## src/rtl/intc_pkg.sv

```systemverilog
`timescale 1ns/1ps
package intc_pkg;
  localparam int unsigned NLINES = 8;               // interrupt lines, power of two
  localparam int unsigned LW     = $clog2(NLINES);  // line index width
  localparam int unsigned DW     = 8;               // bus data width

  typedef enum logic [1:0] {ST_RUN, ST_BASE, ST_CASC, ST_MODE} init_step_e;

  typedef enum logic [2:0] {
    OP_ROT_CLR   = 3'd0, OP_EOI_NS    = 3'd1, OP_NOP       = 3'd2,
    OP_EOI_SP    = 3'd3, OP_ROT_SET   = 3'd4, OP_EOI_NS_RB = 3'd5,
    OP_SET_BASE  = 3'd6, OP_EOI_SP_RB = 3'd7
  } op_e;

  // Rank (0 = best) of the best set bit, counting upward from base; NLINES if empty.
  function automatic logic [LW:0] first_rank(input logic [NLINES-1:0] req,
                                             input logic [LW-1:0] base);
    logic [LW:0]   r;
    logic [LW-1:0] idx;
    r = (LW+1)'(NLINES);
    for (int k = NLINES - 1; k >= 0; k--) begin
      idx = base + k[LW-1:0];
      if (req[idx]) r = k[LW:0];
    end
    return r;
  endfunction

  function automatic logic [LW-1:0] rank_to_line(input logic [LW:0] rank,
                                                 input logic [LW-1:0] base);
    return base + rank[LW-1:0];
  endfunction

  function automatic logic [LW-1:0] next_line(input logic [LW-1:0] line);
    return line + 1'b1;
  endfunction
endpackage

```

## src/rtl/intc_cmd_dec.sv

```systemverilog
`timescale 1ns/1ps
module intc_cmd_dec
  import intc_pkg::*;
(
  input  logic       wr_i,
  input  logic       addr_i,
  input  logic [4:0] ctl_i,      // write data bits 7:3
  output logic       init_o,
  output logic       mode_o,
  output logic       op_vld_o,
  output op_e        op_o,
  output logic       data_wr_o
);
  logic ctl_wr;
  assign ctl_wr    = wr_i && !addr_i;
  assign init_o    = ctl_wr && ctl_i[1];
  assign mode_o    = ctl_wr && !ctl_i[1] && ctl_i[0];
  assign op_vld_o  = ctl_wr && !ctl_i[1] && !ctl_i[0];
  assign op_o      = op_e'(ctl_i[4:2]);
  assign data_wr_o = wr_i && addr_i;
endmodule

```

## src/rtl/intc_init_fsm.sv

```systemverilog
`timescale 1ns/1ps
module intc_init_fsm
  import intc_pkg::*;
(
  input  logic       clk,
  input  logic       rst_n,
  input  logic       start_i,
  input  logic       need4_i,
  input  logic       data_wr_i,
  output init_step_e step_o
);
  init_step_e step_q;
  logic       need4_q;

  always_ff @(posedge clk) begin
    if (!rst_n) begin
      step_q  <= ST_RUN;
      need4_q <= 1'b0;
    end else if (start_i) begin
      step_q  <= ST_BASE;
      need4_q <= need4_i;
    end else if (data_wr_i) begin
      case (step_q)
        ST_BASE: step_q <= ST_CASC;
        ST_CASC: step_q <= need4_q ? ST_MODE : ST_RUN;
        ST_MODE: step_q <= ST_RUN;
        default: step_q <= ST_RUN;
      endcase
    end
  end

  assign step_o = step_q;

  p_step_leave_r4: assert property (@(posedge clk) disable iff (!rst_n)
    (!start_i && data_wr_i && step_q == ST_CASC && !need4_q) |=> step_q == ST_RUN);
endmodule

```

## src/rtl/intc_resolve.sv

```systemverilog
`timescale 1ns/1ps
module intc_resolve
  import intc_pkg::*;
(
  input  logic [NLINES-1:0] pend_i,
  input  logic [NLINES-1:0] mask_i,
  input  logic [NLINES-1:0] insvc_i,
  input  logic [LW-1:0]     base_i,
  output logic              win_vld_o,
  output logic [LW-1:0]     win_line_o,
  output logic              top_vld_o,
  output logic [LW-1:0]     top_line_o
);
  logic [LW:0] req_rank, svc_rank;

  assign req_rank   = first_rank(pend_i & ~mask_i, base_i);
  assign svc_rank   = first_rank(insvc_i, base_i);
  assign win_vld_o  = req_rank < svc_rank;   // strictly outranks all in service
  assign win_line_o = rank_to_line(req_rank, base_i);
  assign top_vld_o  = svc_rank != (LW+1)'(NLINES);
  assign top_line_o = rank_to_line(svc_rank, base_i);
endmodule

```

## src/rtl/intc_prog_if.sv

```systemverilog
`timescale 1ns/1ps
module intc_prog_if
  import intc_pkg::*;
(
  input  logic              clk,
  input  logic              rst_n,
  input  logic              addr_i,
  input  logic [DW-1:0]     wdata_i,
  input  logic              wr_i,
  input  logic              rd_i,
  input  logic [NLINES-1:0] pend_i,
  input  logic [NLINES-1:0] insvc_i,
  output logic [DW-1:0]     rdata_o,
  output logic [NLINES-1:0] mask_o,
  output logic [DW-1:0]     vbase_o,
  output logic [LW-1:0]     prio_base_o,
  output logic              nested_o,
  output logic              aeoi_o,
  output logic              rot_aeoi_o,
  output logic              smask_o,
  output logic              cfg_busy_o,
  output logic [NLINES-1:0] irr_clr_o,
  output logic [NLINES-1:0] isr_clr_o
);
  localparam logic [DW-1:0] BASE_KEEP = {DW{1'b1}} << LW;

  // named internal events
  logic       init_w, mode_w, op_w, data_wr, poll_rd;
  op_e        op;
  init_step_e step;
  logic       win_vld, top_vld;
  logic [LW-1:0] win_line, top_line, wline;

  logic [NLINES-1:0] mask_q;
  logic [DW-1:0]     vbase_q;
  logic [LW-1:0]     pbase_q;
  logic nested_q, aeoi_q, rot_aeoi_q, smask_q, rsel_q, poll_q;

  intc_cmd_dec u_dec (
    .wr_i(wr_i), .addr_i(addr_i), .ctl_i(wdata_i[7:3]),
    .init_o(init_w), .mode_o(mode_w), .op_vld_o(op_w), .op_o(op), .data_wr_o(data_wr)
  );

  intc_init_fsm u_fsm (
    .clk(clk), .rst_n(rst_n), .start_i(init_w), .need4_i(wdata_i[0]),
    .data_wr_i(data_wr), .step_o(step)
  );

  intc_resolve u_res (
    .pend_i(pend_i), .mask_i(mask_q), .insvc_i(insvc_i), .base_i(pbase_q),
    .win_vld_o(win_vld), .win_line_o(win_line), .top_vld_o(top_vld), .top_line_o(top_line)
  );

  assign poll_rd    = rd_i && poll_q;
  assign wline      = wdata_i[LW-1:0];
  assign cfg_busy_o = step != ST_RUN;

  always_ff @(posedge clk) begin
    if (!rst_n || init_w) begin
      mask_q <= '0; vbase_q <= '0; pbase_q <= '0;
      nested_q <= 1'b0; aeoi_q <= 1'b0; rot_aeoi_q <= 1'b0;
      smask_q <= 1'b0; rsel_q <= 1'b0; poll_q <= 1'b0;
    end else begin
      if (poll_rd) poll_q <= 1'b0;
      if (mode_w) begin
        if (wdata_i[2]) poll_q  <= 1'b1;
        if (wdata_i[1]) rsel_q  <= wdata_i[0];
        if (wdata_i[6]) smask_q <= wdata_i[5];
      end
      if (op_w) begin
        case (op)
          OP_ROT_CLR, OP_ROT_SET:    rot_aeoi_q <= wdata_i[7];
          OP_EOI_NS_RB:              if (top_vld) pbase_q <= next_line(top_line);
          OP_SET_BASE, OP_EOI_SP_RB: pbase_q <= next_line(wline);
          default: ;
        endcase
      end
      if (data_wr) begin
        case (step)
          ST_RUN:  mask_q  <= wdata_i[NLINES-1:0];
          ST_BASE: vbase_q <= wdata_i & BASE_KEEP;
          ST_MODE: begin nested_q <= wdata_i[4]; aeoi_q <= wdata_i[1]; end
          default: ;
        endcase
      end
    end
  end

  // clear requests, valid in the strobe cycle
  always_comb begin
    irr_clr_o = '0;
    isr_clr_o = '0;
    if (init_w) begin
      irr_clr_o = '1;
      isr_clr_o = '1;
    end else if (op_w && (op == OP_EOI_NS || op == OP_EOI_NS_RB)) begin
      if (top_vld) isr_clr_o[top_line] = 1'b1;
    end else if (op_w && (op == OP_EOI_SP || op == OP_EOI_SP_RB)) begin
      isr_clr_o[wline] = 1'b1;
    end else if (poll_rd && win_vld) begin
      irr_clr_o[win_line] = 1'b1;
      isr_clr_o[win_line] = 1'b1;
    end
  end

  always_comb begin
    rdata_o = '0;
    if (poll_q)      rdata_o[LW-1:0]     = win_vld ? win_line : LW'(NLINES - 1);
    else if (addr_i) rdata_o[NLINES-1:0] = mask_q;
    else             rdata_o[NLINES-1:0] = rsel_q ? insvc_i : pend_i;
  end

  assign mask_o      = mask_q;
  assign vbase_o     = vbase_q;
  assign prio_base_o = pbase_q;
  assign nested_o    = nested_q;
  assign aeoi_o      = aeoi_q;
  assign rot_aeoi_o  = rot_aeoi_q;
  assign smask_o     = smask_q;

  // ---------------- assertions ----------------
  p_init_zero_r2: assert property (@(posedge clk) disable iff (!rst_n)
    init_w |=> (mask_o == '0 && prio_base_o == '0 && cfg_busy_o && !nested_o && !smask_o));
  p_mask_guard_r14: assert property (@(posedge clk) disable iff (!rst_n)
    (data_wr && cfg_busy_o) |=> $stable(mask_o));
  p_poll_once_r12: assert property (@(posedge clk) disable iff (!rst_n)
    (poll_rd && !mode_w) |=> !poll_q);
  p_poll_hit_r12: assert property (@(posedge clk) disable iff (!rst_n)
    (poll_rd && irr_clr_o != '0) |-> (irr_clr_o[rdata_o[LW-1:0]] && pend_i[rdata_o[LW-1:0]]));
  p_single_clear_r9: assert property (@(posedge clk) disable iff (!rst_n)
    !init_w |-> $onehot0(isr_clr_o));
  p_ns_target_r8: assert property (@(posedge clk) disable iff (!rst_n)
    (op_w && (op == OP_EOI_NS || op == OP_EOI_NS_RB)) |-> ((isr_clr_o & ~insvc_i) == '0));
  p_set_base_r10: assert property (@(posedge clk) disable iff (!rst_n)
    (op_w && op == OP_SET_BASE) |=> prio_base_o == next_line($past(wdata_i[LW-1:0])));
  p_quiet_r11: assert property (@(posedge clk) disable iff (!rst_n)
    (!wr_i && !rd_i) |-> (irr_clr_o == '0 && isr_clr_o == '0));
endmodule

```

## config.mk

```make
export PLATFORM = sky130hd
export DESIGN_NAME = intc_prog_if
export DESIGN_NICKNAME = d
export VERILOG_FILES = /design/src/rtl/intc_pkg.sv /design/src/rtl/intc_cmd_dec.sv /design/src/rtl/intc_init_fsm.sv /design/src/rtl/intc_resolve.sv /design/src/rtl/intc_prog_if.sv
export SDC_FILE = /design/constraint.sdc
export NUM_CORES = 1
export LEC_CHECK = 0
export BUFFER_PORTS_ARGS = -buffer_cell sky130_fd_sc_hd__buf_4
export CORE_MARGIN = 2
export CORE_UTILIZATION = 45
export DETAILED_ROUTE_END_ITERATION = 7
export GPL_TIMING_DRIVEN = 0
export PLACE_DENSITY_LB_ADDON = 0.15
export SLEW_MARGIN = 10
export SYNTH_ARGS = -nofsm -noshare
export SYNTH_HDL_FRONTEND = slang
export SYNTH_SLANG_ARGS = --single-unit
```

## constraint.sdc

```tcl
create_clock -name clk -period 5.75 [get_ports clk]
set_clock_uncertainty 0.15 [all_clocks]
set_input_delay 0.8625 -clock clk [delete_from_list [all_inputs] [get_ports clk]]
set_output_delay 0.8625 -clock clk [all_outputs]
set_load 0.02 [all_outputs]
```

* Word level (Yosys, flattened, before mapping) *
Index checks and enable logic that the tools add are counted.

storage, ports and cells
  ROM bits = 0
  register bits after elaboration = 25
  latch bits = 0
  word-level logic and storage cells = 163
  bits in writable memories = 0
  memories kept = 0
  bits of input ports = 29

operators by class
  equal/unequal tests = 11
  $lt $le $gt $ge = 15
  multiplexer cells = 76
  div/mod/pow operators = 0
  $mul = 0
  add/subtract/negate cells = 11
  shift operators = 0
  bitwise logic cells = 3
  reductions and logical operators = 35

operator list
  operator                                                           count
  2-to-1 mux 8 bit                                                   10
  2-to-1 mux 4 bit                                                   16
  binary-select mux 1 bit (select 3 bit)                             16
  < comparator 3 x 4 -> 1 bit, second input constant                 11
  2-to-1 mux 1 bit                                                   24
  logical AND 1 bit                                                  13
  adder 3 bit, second input constant                                 4
  == test 3 bit, second input constant                               4
  AND reduction 2 bit                                                6
  adder 3 x 1 -> 3 bit, second input constant                        3
  demux 1 bit (select 3 bit)                                         3
  greater-or-equal comparator 3 x 1 -> 1 bit, second input constant  3
  2-to-1 mux 3 bit                                                   3
  bitwise AND 8 bit                                                  1
  inverter 8 bit                                                     1
  adder 3 x 2 -> 3 bit, second input constant                        2
  adder 3 bit                                                        2
  one-hot mux 3 bit (2 select lines)                                 1
  nonzero test 2 bit                                                 3
  OR reduction 2 bit                                                 3
  2-to-1 mux 5 bit                                                   1
  == test 2 bit, second input constant                               2
  zero test 1 bit                                                    4
  < comparator 4 bit                                                 1
  other kinds (12)                                                   14

* Longest topological paths before layout *
  depth in word-level cells = 21
  mapped depth = 20
  gate-level depth less buffers = 15

* Hierarchy *
From an unflattened synthesis, not the netlist that was laid out.

second synthesis, totals
  cell total of the unflattened synthesis = 351
  area, all modules = 3196.8 µm²

by module, submodules not included
  module         area an instance (µm²)  cells an instance  seq. area each (µm²)  times used
  intc_prog_if   1491.4                  179                440.4                 1
  intc_resolve   1447.6                  147                0.0                   1
  intc_init_fsm  192.7                   18                 60.1                  1
  intc_cmd_dec   65.1                    7                  0.0                   1

* Worst setup path before layout *
No wires, ideal clock.

  path type = register to output
  start = reg pbase_q[0], in the netlist prio_base_o[0]
  end = out isr_clr_o[0]
  slack = 0.384 ns
  arrival time = 4.353 ns
  required time = 4.738 ns
  stages on the path, launching flop included = 21
  cells stage by stage = dfxtp_1 > buf_6 > inv_1 > buf_2 > ha_1 > buf_6 > buf_6 > mux2_1 > mux4_2 > nor3_1 > nor3b_2 > o2bb2ai_2 > inv_1 > ha_1 > o21ai_0 > nand2b_1 > a21oi_1 > a41oi_1 > or2_1 > buf_2 > o211ai_1

on the way
  longest elaborated chain between the ends = 20
  elaborated cells between the ends (all ways) = 75

RTL lines
  item                                                                                                             RTL line             source
  start: declaration                                                                                               intc_prog_if.sv:36   logic [LW-1:0] pbase_q;
  start signal: assignment                                                                                         intc_prog_if.sv:73   OP_EOI_NS_RB: if (top_vld) pbase_q <= next_line(top_line);
  start signal: assignment                                                                                         intc_prog_if.sv:74   OP_SET_BASE, OP_EOI_SP_RB: pbase_q <= next_line(wline);
  adder 3 bit                                                                                                      intc_pkg.sv:22       idx = base + k[LW-1:0];
  binary-select mux 1 bit (select 3 bit)                                                                           intc_pkg.sv:23       if (req[idx]) r = k[LW:0];
  2-to-1 mux 1 bit (implied by the code)                                                                           intc_pkg.sv:23
  2-to-1 mux 4 bit (8 in a row)                                                                                    intc_pkg.sv:23
  adder 3 bit                                                                                                      intc_pkg.sv:30       return base + rank[LW-1:0];
  < comparator 3 x 4 -> 1 bit (implied by the code) or greater-or-equal comparator 3 x 1 -> 1 bit (tied branches)  intc_prog_if.sv:102  isr_clr_o[win_line] = 1'b1;
  logical AND 1 bit (implied by the code)                                                                          intc_prog_if.sv:102
  2-to-1 mux 1 bit (implied by the code)                                                                           intc_prog_if.sv:102
  demux 1 bit (select 3 bit)                                                                                       intc_prog_if.sv:102
  2-to-1 mux 8 bit                                                                                                 intc_prog_if.sv:100  end else if (poll_rd && win_vld) begin
  2-to-1 mux 8 bit                                                                                                 intc_prog_if.sv:98   end else if (op_w && (op == OP_EOI_SP || op == OP_EOI_SP_RB)) begin
  2-to-1 mux 8 bit (*)                                                                                             intc_prog_if.sv:96   end else if (op_w && (op == OP_EOI_NS || op == OP_EOI_NS_RB)) begin
  2-to-1 mux 8 bit (*)                                                                                             intc_prog_if.sv:93   if (init_w) begin
  end: declaration                                                                                                 intc_prog_if.sv:23   output logic [NLINES-1:0] isr_clr_o

Every way passes the cells marked *; elsewhere a longest branch is shown, timed or not. The select of a mux whose other input is x is not followed.

* Worst setup path in the final report *
  start = reg pbase_q[1], in the netlist prio_base_o[1]
  end = out isr_clr_o[0]

The elaborated chain is that of the path after synthesis.

==> impl_metrics.csv <==
group,metric,value,unit
placement,placement.io_buffers,69,
clocking,clk_pin_slew_worst_paths,0.09,ns
critical_path,critical_path.max_fanout,10,
yosys,yosysUniqueCellTypes,63,
sta,maxClockFrequency,0.1789,GHz
critical_path,critical_path_class,"reg2out",
yosys,synth_register_bits,25,
global_route,grt_remaining_overflow,0,
global_route,vias_in_the_first_global_route,2836,
yosys,synthCells,357,
critical_path,cell_with_the_largest_stage_delay_on_the_worst_path,"sky130_fd_sc_hd__mux4_2",
yosys,post_synth_design_cell_area,3176,µm²
die,die-width,88.01,µm
yosys,synth_enable_flop_cells,0,
power_and_ir_drop,power-per-cell-area,127.3,nW/µm²
critical_path,critPathLaunchType,"register",
layout,area_growth_syn_to_layout,26.12,%
placement,dp_worst_setup_slack,0.05828,ns
drt,top_layer_used,"met4",
yosys,syn-mean-instance-area,8.895,µm²
yosys,synthArstFlopShare,0,
drt,wl_met2,4011,µm
layout,nets,485,
clocking,tritoncts,"yes",
yosys,synth-main-ff-cell,"sky130_fd_sc_hd__dfxtp_1",
sta,finalHoldViolations,0,
sta,max_slew.worst_pin.slew,1.055,ns
critical_path,worst-endpoint-arrival,4.58,ns
worst_hold_path,worst_hold_path_type,"reg2reg",
drt,totalWireLength,8965,µm
clocking,cts_num_sinks,25,
critical_path,timing.critical_path.to_type,"primary output",
drt,route.detailed.wl_per_inst,16.69,µm
placement,gpl.final_weighted_congestion,0.8469,
sta,finalSetupViolations,0,
worst_hold_path,min_delay_worst_endpoint,"rot_aeoi_o$_SDFFE_PP0P_",
critical_path,cp_num_buf_inv,5,
power_and_ir_drop,leakagePower,1.769,nW
global_route,grt_use_total,0.2298,
sta,min_setup_slack_post_route,0.1600,ns
status,status,"finished clean",
clocking,cts.path.max_buffers,2,
placement,hpwl_detailed,6943,µm
yosys,yosysWarnings,0,
sta,post-route-period-util,0.9722,
worst_hold_path,min_path_cells,2,
drt,met3_length,577,µm
drt,drcViolationCount,0,
layout,antennaDiodeCount,0,
sta,max_slew_margin,0.2866,
critical_path,critical_path_required,4.74,ns
global_route,antenna_found_initial,0,
drt,drt_iter0_drc,148,
drt,drt_first_pass_iters,4,
clocking,insertion_delay,0.28,ns
drt,via_per_inst,5.879,
critical_path,critical-path-max-stage-delay,0.50,ns
drt,routedLengthMet1,4316,µm
layout,area.sequential,508.0,µm²
drt,route.antenna.remaining_nets,0,
die,boundaryPins,77,
clocking,cts-buffers-inserted,3,
layout,nFillCells,618,
clocking,cts-root-buf,"sky130_fd_sc_hd__clkbuf_8",
sta,report.final.slew_viol_count,0,
die,floorplan.rows,30,
critical_path,worst_path_most_repeated_cell,"sky130_fd_sc_hd__ha_1",
layout,multiInputGateArea,2512,µm²
die,die_height,88.01,µm
global_route,pin_count_of_the_biggest_net_entering_global_routing,15,
clocking,cts_hold_repair.buffers,0,
worst_hold_path,holdCritStartpoint,"rot_aeoi_o$_SDFFE_PP0P_",
critical_path,crit-reg2reg-capture,"prio_base_o[2]$_SDFFE_PP0P_",
sta,fin_worst_hold_slack,0.3182,ns
critical_path,cp_cell_sequence,"clkbuf_4, inv_1, ha_1, buf_6, buf_8, mux2_1, mux4_2, a211oi_1, o31ai_1, ha_1, fa_1, xnor2_1, xor2_1, a32oi_1, o211ai_1, buf_4",
critical_path,rrSetupSlack,0.85,ns
die,design.die.area,7745,µm²
yosys,ys_seq_area_frac,0.1576,
die,initial_utilization,0.4674,
job,cap_violations,0,
die,core_region_area,6794,µm²
power_and_ir_drop,vdd_drop_max,0.1795,mV
global_route,grt_first_pass_wirelength,14170,µm
layout,drive_above_1_share,0.3243,
sta,final_period_demand_of_the_worst_path,5.590,ns
critical_path,r2r_start,"prio_base_o[1]$_SDFFE_PP0P_",
drt,vias,3157,
critical_path,worst_r2r_path_depth,17,
critical_path,critPathTopFamily,"adder cells",
clocking,htree_levels,1,
-- where the power goes --
group / total, mW / leakage (nW) / switching (mW) / internal [mW]
Sequential: 0.181 / 0.204 / 0.00475 / 0.176
Combinational: 0.221 / 1.54 / 0.121 / 0.0999
Clock: 0.108 / 0.0255 / 0.0589 / 0.0487
Total: 0.510 / 1.77 / 0.185 / 0.325
-- worst reg2reg max path, stage by stage, from the launching register on --
cell and delay, ns:
sky130_fd_sc_hd__dfxtp_4 0.42, sky130_fd_sc_hd__clkbuf_4 0.24, sky130_fd_sc_hd__inv_1 0.11, sky130_fd_sc_hd__ha_1 0.32, sky130_fd_sc_hd__buf_6 0.14, sky130_fd_sc_hd__buf_4 0.16
sky130_fd_sc_hd__mux2_2 0.26, sky130_fd_sc_hd__mux2i_1 0.07, sky130_fd_sc_hd__a221oi_1 0.55, sky130_fd_sc_hd__a211oi_1 0.10, sky130_fd_sc_hd__o31ai_1 0.43, sky130_fd_sc_hd__ha_1 0.25
sky130_fd_sc_hd__fa_1 0.50, sky130_fd_sc_hd__mux2_2 0.31, sky130_fd_sc_hd__ha_1 0.20, sky130_fd_sc_hd__or3_1 0.37, sky130_fd_sc_hd__mux2i_1 0.14, sky130_fd_sc_hd__or3_1 0.12
-- per-stage QoR --
step	util	setup TNS, ns	total power, mW	instances	cell area (µm²)
floorplan	-	0	0.3280	359	3183
global placement	0.5624	0	0.3940	524	3821
detailed placement	0.5624	0	0.3989	524	3821
CTS	0.5731	0	0.5042	529	3894
global route	0.5895	-0.05279	0.5374	537	4005
finish	0.5895	0	0.5100	537	4005
-- cells by family (layout without fill, tap and decap cells) --
group / after synthesis / after routing / share of synthesized area
mux: 78 / 78 / 0.3408
xor+xnor: 9 / 9 / 0.02955
simple gates: 131 / 132 / 0.2120
buf+inv: 37 / 118 / 0.06698
other cells: 1 / 3 / 0.001181
compound gates: 62 / 62 / 0.1320
flops: 25 / 25 / 0.1576
fa+ha+maj: 14 / 14 / 0.05989
-- cells in the final DEF (no fill, tap or decap), drive strengths merged, types with 8 or more instances in the layout --
cell type  Yosys  layout
nor3           9       9
buf           12      88
nor2          49      49
mux4          20      20
nor2b         11      11
o21ai         12      12
dfxtp         25      25
mux2i         38      38
inv           10       9
nand3         10      10
mux2          20      20
o211ai         8       8
a21oi         14      14
ha            12      12
clkbuf        15      19
a31oi          8       8
nand2         18      18
-- flip-flops by register name (all words and copies together), names as in the netlist, 2 cells and up --
| name | count |
|---|---|
| u_fsm.step_o | 2 |
| prio_base_o | 3 |
| mask_o | 8 |
| vbase_o | 5 |
-- final cells by class --
type	instances	area share
clock inverters	1	0.001250
multi-input cells	298	0.6273
well taps	96	0.02999
clock buffers	3	0.01031
flip-flops and latches	25	0.1268
repair buffers	78	0.1462
inverters	10	0.01031
plain buffers	26	0.04780
-- cells in the mapped netlist, types with 4 or more instances --
cell type                  instances  area [µm²]
sky130_fd_sc_hd__clkbuf_1         13       48.80
sky130_fd_sc_hd__dfxtp_1          25       500.5
sky130_fd_sc_hd__mux2i_1          38       380.4
sky130_fd_sc_hd__ha_1             12       150.1
sky130_fd_sc_hd__a21oi_1          14       70.07
sky130_fd_sc_hd__o21ai_0           8       40.04
sky130_fd_sc_hd__mux4_2           14       315.3
sky130_fd_sc_hd__buf_6             5       56.30
sky130_fd_sc_hd__inv_1            10       37.54
sky130_fd_sc_hd__mux4_1            6       157.7
sky130_fd_sc_hd__nand2_1          18       67.56
sky130_fd_sc_hd__nor2b_1          11       68.82
sky130_fd_sc_hd__nor3_1            9       45.04
sky130_fd_sc_hd__nor2_1           49       183.9
sky130_fd_sc_hd__o21ai_1           4       20.02
sky130_fd_sc_hd__nand4_1           4       25.02
sky130_fd_sc_hd__nand3_1          10       50.05
sky130_fd_sc_hd__nand2b_1          5       31.28
sky130_fd_sc_hd__o211ai_1          8       60.06
sky130_fd_sc_hd__mux2_2           14       157.7
sky130_fd_sc_hd__buf_2             4       20.02
sky130_fd_sc_hd__a31oi_1           8       50.05
sky130_fd_sc_hd__mux2_1            5       56.30
sky130_fd_sc_hd__xnor2_1           6       52.55
-- routing by layer --
layer | vias up | track usage
met5 | - | 0
met4 | 0 | 0.02797
met3 | 8 | 0.03487
met2 | 114 | 0.3636
met1 | 1527 | 0.3413
li1 | 1508 | -
-- worst max path at each step --
stage,start,endpoint,cells after the start
3_3_place_gp,prio_base_o[0]$_SDFFE_PP0P_,isr_clr_o[2],21
6_report,prio_base_o[1]$_SDFFE_PP0P_,isr_clr_o[0],16
2_1_floorplan,prio_base_o[0]$_SDFFE_PP0P_,isr_clr_o[0],20
4_1_cts,prio_base_o[0]$_SDFFE_PP0P_,isr_clr_o[5],17
5_1_grt,prio_base_o[1]$_SDFFE_PP0P_,isr_clr_o[1],19
3_5_place_dp,prio_base_o[0]$_SDFFE_PP0P_,isr_clr_o[2],21
-- what timing repair did --
item	in CTS	in global routing
resized for setup	7	12
buffers inserted	1	8
pin swaps	1	4
cloned	0	1
endpoints found under the hold margin	0	0
setup endpoints to repair	17	17
Note: power is estimated with default switching activity, not from simulation.
